<file path="config.mk">
export PLATFORM = sky130hd
export DESIGN_NAME = echo_window_monitor
export DESIGN_NICKNAME = d
export VERILOG_FILES = /design/src/rtl/echo_mon_pkg.sv /design/src/rtl/echo_region_calc.sv /design/src/rtl/echo_hit_cmp.sv /design/src/rtl/echo_sticky_flag.sv /design/src/rtl/echo_window_monitor.sv
export SDC_FILE = /design/constraint.sdc
export NUM_CORES = 1
export LEC_CHECK = 0
export BUFFER_PORTS_ARGS = -buffer_cell sky130_fd_sc_hd__buf_2
export CAP_MARGIN = 20
export CELL_PAD_IN_SITES_DETAIL_PLACEMENT = 1
export CELL_PAD_IN_SITES_GLOBAL_PLACEMENT = 1
export CORE_ASPECT_RATIO = 1.5
export CORE_UTILIZATION = 29
export DETAILED_ROUTE_END_ITERATION = 10
export GPL_TIMING_DRIVEN = 0
export MAX_ROUTING_LAYER = met4
export PLACE_DENSITY_LB_ADDON = 0.1
export SLEW_MARGIN = 20
export SYNTH_ARGS = -nofsm -noshare
export SYNTH_HDL_FRONTEND = slang
export SYNTH_SLANG_ARGS = --single-unit
</file>
<file path="constraint.sdc">
create_clock -name clk -period 0.8 [get_ports clk]
set_clock_uncertainty 0.1 [all_clocks]
set_input_delay 0.04 -clock clk [delete_from_list [all_inputs] [get_ports clk]]
set_output_delay 0.04 -clock clk [all_outputs]
set_load 0.005 [all_outputs]
</file>
<file path="src/rtl/echo_mon_pkg.sv">
package echo_mon_pkg;
  // Default geometry of the monitored address space and configuration registers
  localparam int unsigned ADDR_W_D      = 16;
  localparam int unsigned CFG_W_D       = 8;
  localparam int unsigned LEN_NIB_W_D   = 4;
  localparam int unsigned PAGE_SHIFT_D  = 8;
  localparam int unsigned BLOCK_SHIFT_D = 11;
  localparam int unsigned MIN_BYTES_D   = 4;
  localparam int unsigned OFF_BIT_D     = 5;

  // Next-state bundle of the one-shot reporter
  typedef struct packed {
    logic sticky;
    logic pulse;
  } report_t;
endpackage

</file>
<file path="src/rtl/echo_region_calc.sv">
module echo_region_calc #(
  parameter int unsigned ADDR_W      = 16,
  parameter int unsigned CFG_W       = 8,
  parameter int unsigned LEN_NIB_W   = 4,
  parameter int unsigned PAGE_SHIFT  = 8,
  parameter int unsigned BLOCK_SHIFT = 11,
  parameter int unsigned MIN_BYTES   = 4,
  localparam int unsigned EXT_W      = ADDR_W + 1
) (
  input  logic [CFG_W-1:0] page_i,
  input  logic [CFG_W-1:0] delay_i,
  output logic [EXT_W-1:0] base_o,
  output logic [EXT_W-1:0] limit_o
);
  logic [LEN_NIB_W-1:0] blocks;
  logic [EXT_W-1:0]     span;
  logic                 unused_delay_bits;

  assign blocks            = delay_i[LEN_NIB_W-1:0];
  assign unused_delay_bits = ^delay_i;

  always_comb begin
    base_o = EXT_W'(page_i) << PAGE_SHIFT;
    if (blocks == '0) begin
      span = EXT_W'(MIN_BYTES);
    end else begin
      span = EXT_W'(blocks) << BLOCK_SHIFT;
    end
    limit_o = base_o + span;
  end
endmodule

</file>
<file path="src/rtl/echo_hit_cmp.sv">
module echo_hit_cmp #(
  parameter int unsigned ADDR_W = 16,
  localparam int unsigned EXT_W = ADDR_W + 1
) (
  input  logic              valid_i,
  input  logic [ADDR_W-1:0] addr_i,
  input  logic              check_off_i,
  input  logic [EXT_W-1:0]  base_i,
  input  logic [EXT_W-1:0]  limit_i,
  output logic              hit_o
);
  logic [EXT_W-1:0] addr_ext;
  logic             above_base;
  logic             below_limit;

  always_comb begin
    addr_ext    = {1'b0, addr_i};
    above_base  = (addr_ext >= base_i);
    below_limit = (addr_ext < limit_i);
    hit_o       = valid_i & ~check_off_i & above_base & below_limit;
  end
endmodule

</file>
<file path="src/rtl/echo_sticky_flag.sv">
module echo_sticky_flag
  import echo_mon_pkg::*;
(
  input  logic clk,
  input  logic rst_n,
  input  logic hit_i,
  input  logic clr_i,
  output logic sticky_o,
  output logic pulse_o
);
  report_t cur_q;
  report_t nxt;

  always_comb begin
    nxt = cur_q;
    if (clr_i) begin
      nxt.sticky = 1'b0;
      nxt.pulse  = 1'b0;
    end else begin
      nxt.pulse  = hit_i & ~cur_q.sticky;
      nxt.sticky = cur_q.sticky | hit_i;
    end
  end

  always_ff @(posedge clk or negedge rst_n) begin
    if (!rst_n) begin
      cur_q <= '0;
    end else begin
      cur_q <= nxt;
    end
  end

  assign sticky_o = cur_q.sticky;
  assign pulse_o  = cur_q.pulse;

  assert_pulse_implies_sticky_R7: assert property (@(posedge clk) disable iff (!rst_n)
    cur_q.pulse |-> cur_q.sticky);

  assert_pulse_one_cycle_R7: assert property (@(posedge clk) disable iff (!rst_n)
    cur_q.pulse |=> !cur_q.pulse);

  assert_sticky_holds_R8: assert property (@(posedge clk) disable iff (!rst_n)
    (cur_q.sticky && !clr_i) |=> (cur_q.sticky && !cur_q.pulse));

  assert_clear_wins_R9: assert property (@(posedge clk) disable iff (!rst_n)
    clr_i |=> (!cur_q.sticky && !cur_q.pulse));
endmodule

</file>
<file path="src/rtl/echo_window_monitor.sv">
module echo_window_monitor
  import echo_mon_pkg::*;
#(
  parameter int unsigned ADDR_W      = ADDR_W_D,
  parameter int unsigned CFG_W       = CFG_W_D,
  parameter int unsigned LEN_NIB_W   = LEN_NIB_W_D,
  parameter int unsigned PAGE_SHIFT  = PAGE_SHIFT_D,
  parameter int unsigned BLOCK_SHIFT = BLOCK_SHIFT_D,
  parameter int unsigned MIN_BYTES   = MIN_BYTES_D,
  parameter int unsigned OFF_BIT     = OFF_BIT_D
) (
  input  logic              clk,
  input  logic              rst_n,
  input  logic [CFG_W-1:0]  cfg_start_page,
  input  logic [CFG_W-1:0]  cfg_delay,
  input  logic [CFG_W-1:0]  cfg_flags,
  input  logic              acc_valid,
  input  logic [ADDR_W-1:0] acc_addr,
  input  logic              hit_clear,
  output logic              hit_sticky,
  output logic              hit_pulse
);
  localparam int unsigned EXT_W = ADDR_W + 1;

  // Reset: asserted asynchronously, released on the clock
  logic [1:0] rst_sync_q;
  logic       rst_core_n;

  always_ff @(posedge clk or negedge rst_n) begin
    if (!rst_n) begin
      rst_sync_q <= 2'b00;
    end else begin
      rst_sync_q <= {rst_sync_q[0], 1'b1};
    end
  end
  assign rst_core_n = rst_sync_q[1];

  logic [EXT_W-1:0] win_base;
  logic [EXT_W-1:0] win_limit;
  logic             check_off;
  logic             access_hit;
  logic             unused_flag_bits;

  assign check_off        = cfg_flags[OFF_BIT];
  assign unused_flag_bits = ^cfg_flags;

  echo_region_calc #(
    .ADDR_W      (ADDR_W),
    .CFG_W       (CFG_W),
    .LEN_NIB_W   (LEN_NIB_W),
    .PAGE_SHIFT  (PAGE_SHIFT),
    .BLOCK_SHIFT (BLOCK_SHIFT),
    .MIN_BYTES   (MIN_BYTES)
  ) u_region (
    .page_i  (cfg_start_page),
    .delay_i (cfg_delay),
    .base_o  (win_base),
    .limit_o (win_limit)
  );

  echo_hit_cmp #(
    .ADDR_W (ADDR_W)
  ) u_cmp (
    .valid_i     (acc_valid),
    .addr_i      (acc_addr),
    .check_off_i (check_off),
    .base_i      (win_base),
    .limit_i     (win_limit),
    .hit_o       (access_hit)
  );

  echo_sticky_flag u_flag (
    .clk      (clk),
    .rst_n    (rst_core_n),
    .hit_i    (access_hit),
    .clr_i    (hit_clear),
    .sticky_o (hit_sticky),
    .pulse_o  (hit_pulse)
  );

  assert_window_nonempty_R4: assert property (@(posedge clk) disable iff (!rst_core_n)
    win_limit > win_base);

  assert_off_blocks_new_hit_R6: assert property (@(posedge clk) disable iff (!rst_core_n)
    (check_off && !hit_sticky) |=> !hit_sticky);

  assert_idle_no_set_R10: assert property (@(posedge clk) disable iff (!rst_core_n)
    (!acc_valid && !hit_sticky) |=> (!hit_sticky && !hit_pulse));

  assert_below_base_no_set_R2: assert property (@(posedge clk) disable iff (!rst_core_n)
    ({1'b0, acc_addr} < win_base && !hit_sticky) |=> !hit_sticky);
endmodule

</file>
## Word level (Yosys, flattened, before mapping)

Index checks and enable logic that the tools add are counted.

- Output and inout bits: 2
- Logic and storage cells: 16
- Bits of input ports: 44
- Register bits after elaboration: 4

- Mux-type cells: 2
- Magnitude comparators: 2
- Bitwise operators: 7
- Add/subtract/negate cells: 1
- Reduce and logical (&&, ||, !) cells: 1

Operators with widths:

| cell | number |
|---|---|
| adder 16 x 17 -> 17 bit | 1 |
| less-than comparator 16 x 17 -> 1 bit | 1 |
| >= comparator 16 bit | 1 |
| two-way mux 15 bit | 1 |
| bitwise AND 1 bit | 4 |
| zero test 4 bit | 1 |
| two-way mux 2 bit | 1 |
| NOT 1 bit | 2 |
| OR 1 bit | 1 |

## Longest topological paths before layout

- Word-level depth: 7
- Mapped depth: 14
- Mapped depth without buffers: 13

## Hierarchy

From an unflattened synthesis, not the netlist that was laid out.

- Cell total of the unflattened synthesis: 162
- Area total of the unflattened synthesis: 1280.0 um^2

By module, submodules not included:

| module | cells an instance | area an instance (um^2) | times used | seq. area each (um^2) |
|---|---|---|---|---|
| echo_hit_cmp | 108 | 788.3 | 1 | 0.0 |
| echo_region_calc | 47 | 365.4 | 1 | 0.0 |
| echo_sticky_flag | 4 | 72.6 | 1 | 50.0 |
| echo_window_monitor | 3 | 53.8 | 1 | 50.0 |

## Worst setup path before layout

OpenSTA, ideal clock, no wires.

- Path type: input to register
- Start point: input port cfg_delay[0]
- End point: register u_flag.cur_q (netlist bit u_flag.sticky_o)
- Path buffers: 1
- Arrival time: 1.915 ns
- Slack: -1.347 ns
- Stages: 14
- Required time: 0.568 ns
- Cells stage by stage: clkbuf_1 -> ha_1 -> inv_1 -> fa_1 -> inv_1 -> a21o_1 -> a21oi_1 -> xnor2_1 -> ha_1 -> inv_1 -> o22ai_1 -> a211oi_2 -> o32ai_2 -> o21ai_1

RTL lines:

| item | RTL line | source |
|---|---|---|
| start: declaration | echo_window_monitor.sv:15 | `input logic [CFG_W-1:0] cfg_delay,` |
| end signal: assignment | echo_sticky_flag.sv:29 | `cur_q <= nxt;` |
| end: declaration | echo_sticky_flag.sv:11 | `report_t cur_q;` |

==> results_dict.tcl <==
set metrics [dict create \
    vdd.ir_drop.worst_mv 0.727 \
    final_antenna_net_count 0 \
    synth_compound_area_share_pct 23.2 \
    cp.required_ns 0.80 \
    endpoint_kind "flip-flop" \
    grt_overflow 0 \
    drc_errors 0 \
    hpwl_um 1680 \
    met1_usage_pct 15.5 \
    first_pass_iters 4 \
    ys_seq_elements 4 \
    via_count 738 \
    synth-edff-count 0 \
    path_class "primary input to flip-flop" \
    rows 21 \
    yosysTopAreaCellShare_pct 30.9 \
    hold_violations 3 \
    grt_pass1_vias 837 \
    drt_wl_total_um 1850 \
    drt_first_iter_violations 8 \
    htree_levels 1 \
    syn_area_sq_um 728 \
    placement.cell_area_sq_um 930 \
    met2_usage_pct 32.6 \
    switchingPower_uw 349 \
    synth_cell_types 30 \
    grt_first_pass_wirelength_um 3350 \
    clkPwrFrac_pct 23.3 \
    synthAdderAreaFrac_pct 33.7 \
    layout_setup_ws_ns -1.28 \
    power.internal_uw 667 \
    worst-r2r-cell-count 3 \
    clk_pin_slew_ns 0.03 \
    fmax_mhz 482 \
    finalNetCount 189 \
    place_inst 141 \
    grtUsageMet3_pct 2.01 \
    fin_crit_ns 2.08 \
    startpoint_type "primary input" \
    cap_violations 0 \
    p_seq_share_pct 22.1 \
    power_density_nw_per_um2 1010 \
    synthArstFlopShare_pct 100 \
    synth_ff_type "dfrtp_1" \
    leakagePower_uw 0.000557 \
    synthSimpleGateAreaFrac_pct 16.5 \
    wl_per_cell_um 12.6 \
    place_ws_ns -1.74 \
    diodes 0 \
    min_period_over_period_pct 260 \
    swShare_pct 34.4 \
    clkLatencyLatePin_ns 0.23 \
    antenna_found_initial 0 \
    cts_buffer_depth 2 \
    instances_no_fill 147 \
    synth-xor-area-share_pct 3.61 \
    grt_use_total_pct 16.4 \
    rr_startpoint "u_flag.sticky_o" \
    holdCritPathClass "flip-flop to async pin" \
    hold_ws_ns -0.0829 \
    die_w_um 42.9 \
    cts.sink_count 4 \
    rsz0062_at_grt "true" \
    vias_per_cell 5.02 \
    synthCells 84 \
    power.total_uw 1020 \
    area_growth_pct 38.8 \
    critical_path_arrival_ns 2.07 \
    cts-root-buf "clkbuf_4" \
    final_layout_size_suffix_gt1_share_pct 42.7 \
    violations "hold timing, setup timing" \
    cp-startpoint "cfg_delay[0]" \
    drv_slew 0 \
    syn-num-nets 147 \
    cts_tree "built" \
    final_cell_area_sq_um 1010 \
    status "complete, but fails checks" \
    synth_mux_area_share_pct 0 \
    io_buffers 34 \
    crit_path_end "u_flag.sticky_o" \
    gr-max-usage-layer "met2" \
    grt_max_degree 5 \
    yosys.area.top_type "ha_1" \
    reg2reg_slack_ns -0.05 \
    ys_seq_area_share_pct 13.7 \
    worstReg2RegEnd "u_flag.sticky_o" \
    setup_viol 4 \
    cts_made_buffers 3 \
    dieArea_sq_um 2720 \
    synth_top_family_by_area "adder cells" \
    pwr-share-comb_pct 54.5 \
    yosysWarnings 0 \
    io_pins 46 \
    crit_path_max_fanout 2 \
    core_sq_um 2310 \
    synth_area_per_cell_sq_um 8.67 \
    mostFrequentLayoutCells "33 x buf_2, 16 x ha_1, 13 x inv_1" \
    synthTopCellsByArea "ha_1 31%, dfrtp_1 14%, inv_1 7.7%, a21o_1 5.2%, a211oi_2 3.4%" \
    gp_congestion 0.715 \
    dieHeight_um 63.4 \
    initial_utilization_pct 31.5 \
    holdBufCountCts 1 \
    final_common_cell "buf_2" \
]
stage by stage:
step,utilization [%],TNS (ns)
2_1_floorplan,-,-2.48
3_3_place_gp,40.2,-3.25
3_5_place_dp,40.2,-3.47
4_1_cts,43.6,-2.86
5_1_grt,43.7,-2.96
6_report,43.7,-2.61
cell usage after synthesis, types with 2 or more instances:
cell type / count
ha_1: 18
xor2_1: 2
and2_1: 2
dfrtp_1: 4
nor2_1: 5
a21oi_1: 5
o21a_1: 2
clkbuf_1: 2
inv_1: 15
a21o_1: 5
a211oi_2: 2
nand3_1: 4
worst max-delay path, cell delays in order:
cell	delay, ns
buf_6	0.07
clkbuf_1	0.08
ha_2	0.18
inv_2	0.04
fa_2	0.35
inv_2	0.06
a21o_1	0.11
a21oi_2	0.06
xnor2_1	0.14
ha_2	0.35
inv_1	0.05
o22ai_2	0.14
a211oi_2	0.07
o32ai_2	0.23
o21ai_1	0.11
routing by layer:
layer	share of wire, %	vias to the layer above
met2	61	14
met4	0	0
li1	-	377
met1	36	347
met5	0	-
met3	2.3	0
state kept, by name (all words and copies together) (netlist names):
| register | cells |
|---|---|
| rst_sync_q | 2 |
| u_flag.pulse_o | 1 |
| u_flag.sticky_o | 1 |
how the worst min path moves through the flow:
stage,start,end,slack (ns),cells past startpoint
floorplan,rst_n,rst_sync_q[0],-0.36,0
global placement,rst_n,rst_sync_q[0],-0.27,1
detailed placement,rst_n,rst_sync_q[1],-0.27,1
CTS,rst_sync_q[1],u_flag.pulse_o,-0.08,0
global route,rst_sync_q[1],u_flag.sticky_o,-0.08,0
finish,rst_sync_q[1],u_flag.pulse_o,-0.08,0
cell type report:
| class | instances | area (sq um) |
|---|---|---|
| inverters | 15 | 56.3 |
| clock buffers | 3 | 22.5 |
| repair buffers | 37 | 201 |
| flip-flops and latches | 4 | 100 |
| well taps | 23 | 28.8 |
| multi-input cells | 63 | 594 |
| fillers | 307 | 1300 |
| plain buffers | 2 | 7.51 |
logic make-up after synthesis:
logic type | count (synthesis)
AND/OR/NAND/NOR | 18
adder cells (fa/ha/maj) | 19
buffers and inverters | 17
XOR/XNOR | 3
other | 1
flip-flops | 4
AO/OA/AOI/OAI | 22
power by group through the flow:
stage / Combinational [uW] / Sequential [uW] / Clock, uW
after floorplan: 307 / 228 / 0
after global placement: 480 / 227 / 0
after detailed placement: 495 / 229 / 0
after CTS: 548 / 225 / 254
after global routing: 636 / 227 / 275
final: 554 / 225 / 237
repair_timing:
item | 4_1_cts | 5_1_grt
gates resized for setup | 8 | 2
buffers inserted | 2 | 0
endpoints found under the setup margin | 4 | 4
endpoints found under the hold margin | 5 | 3
pin swaps | 9 | 6
Note: power is estimated with default switching activity, not from simulation.
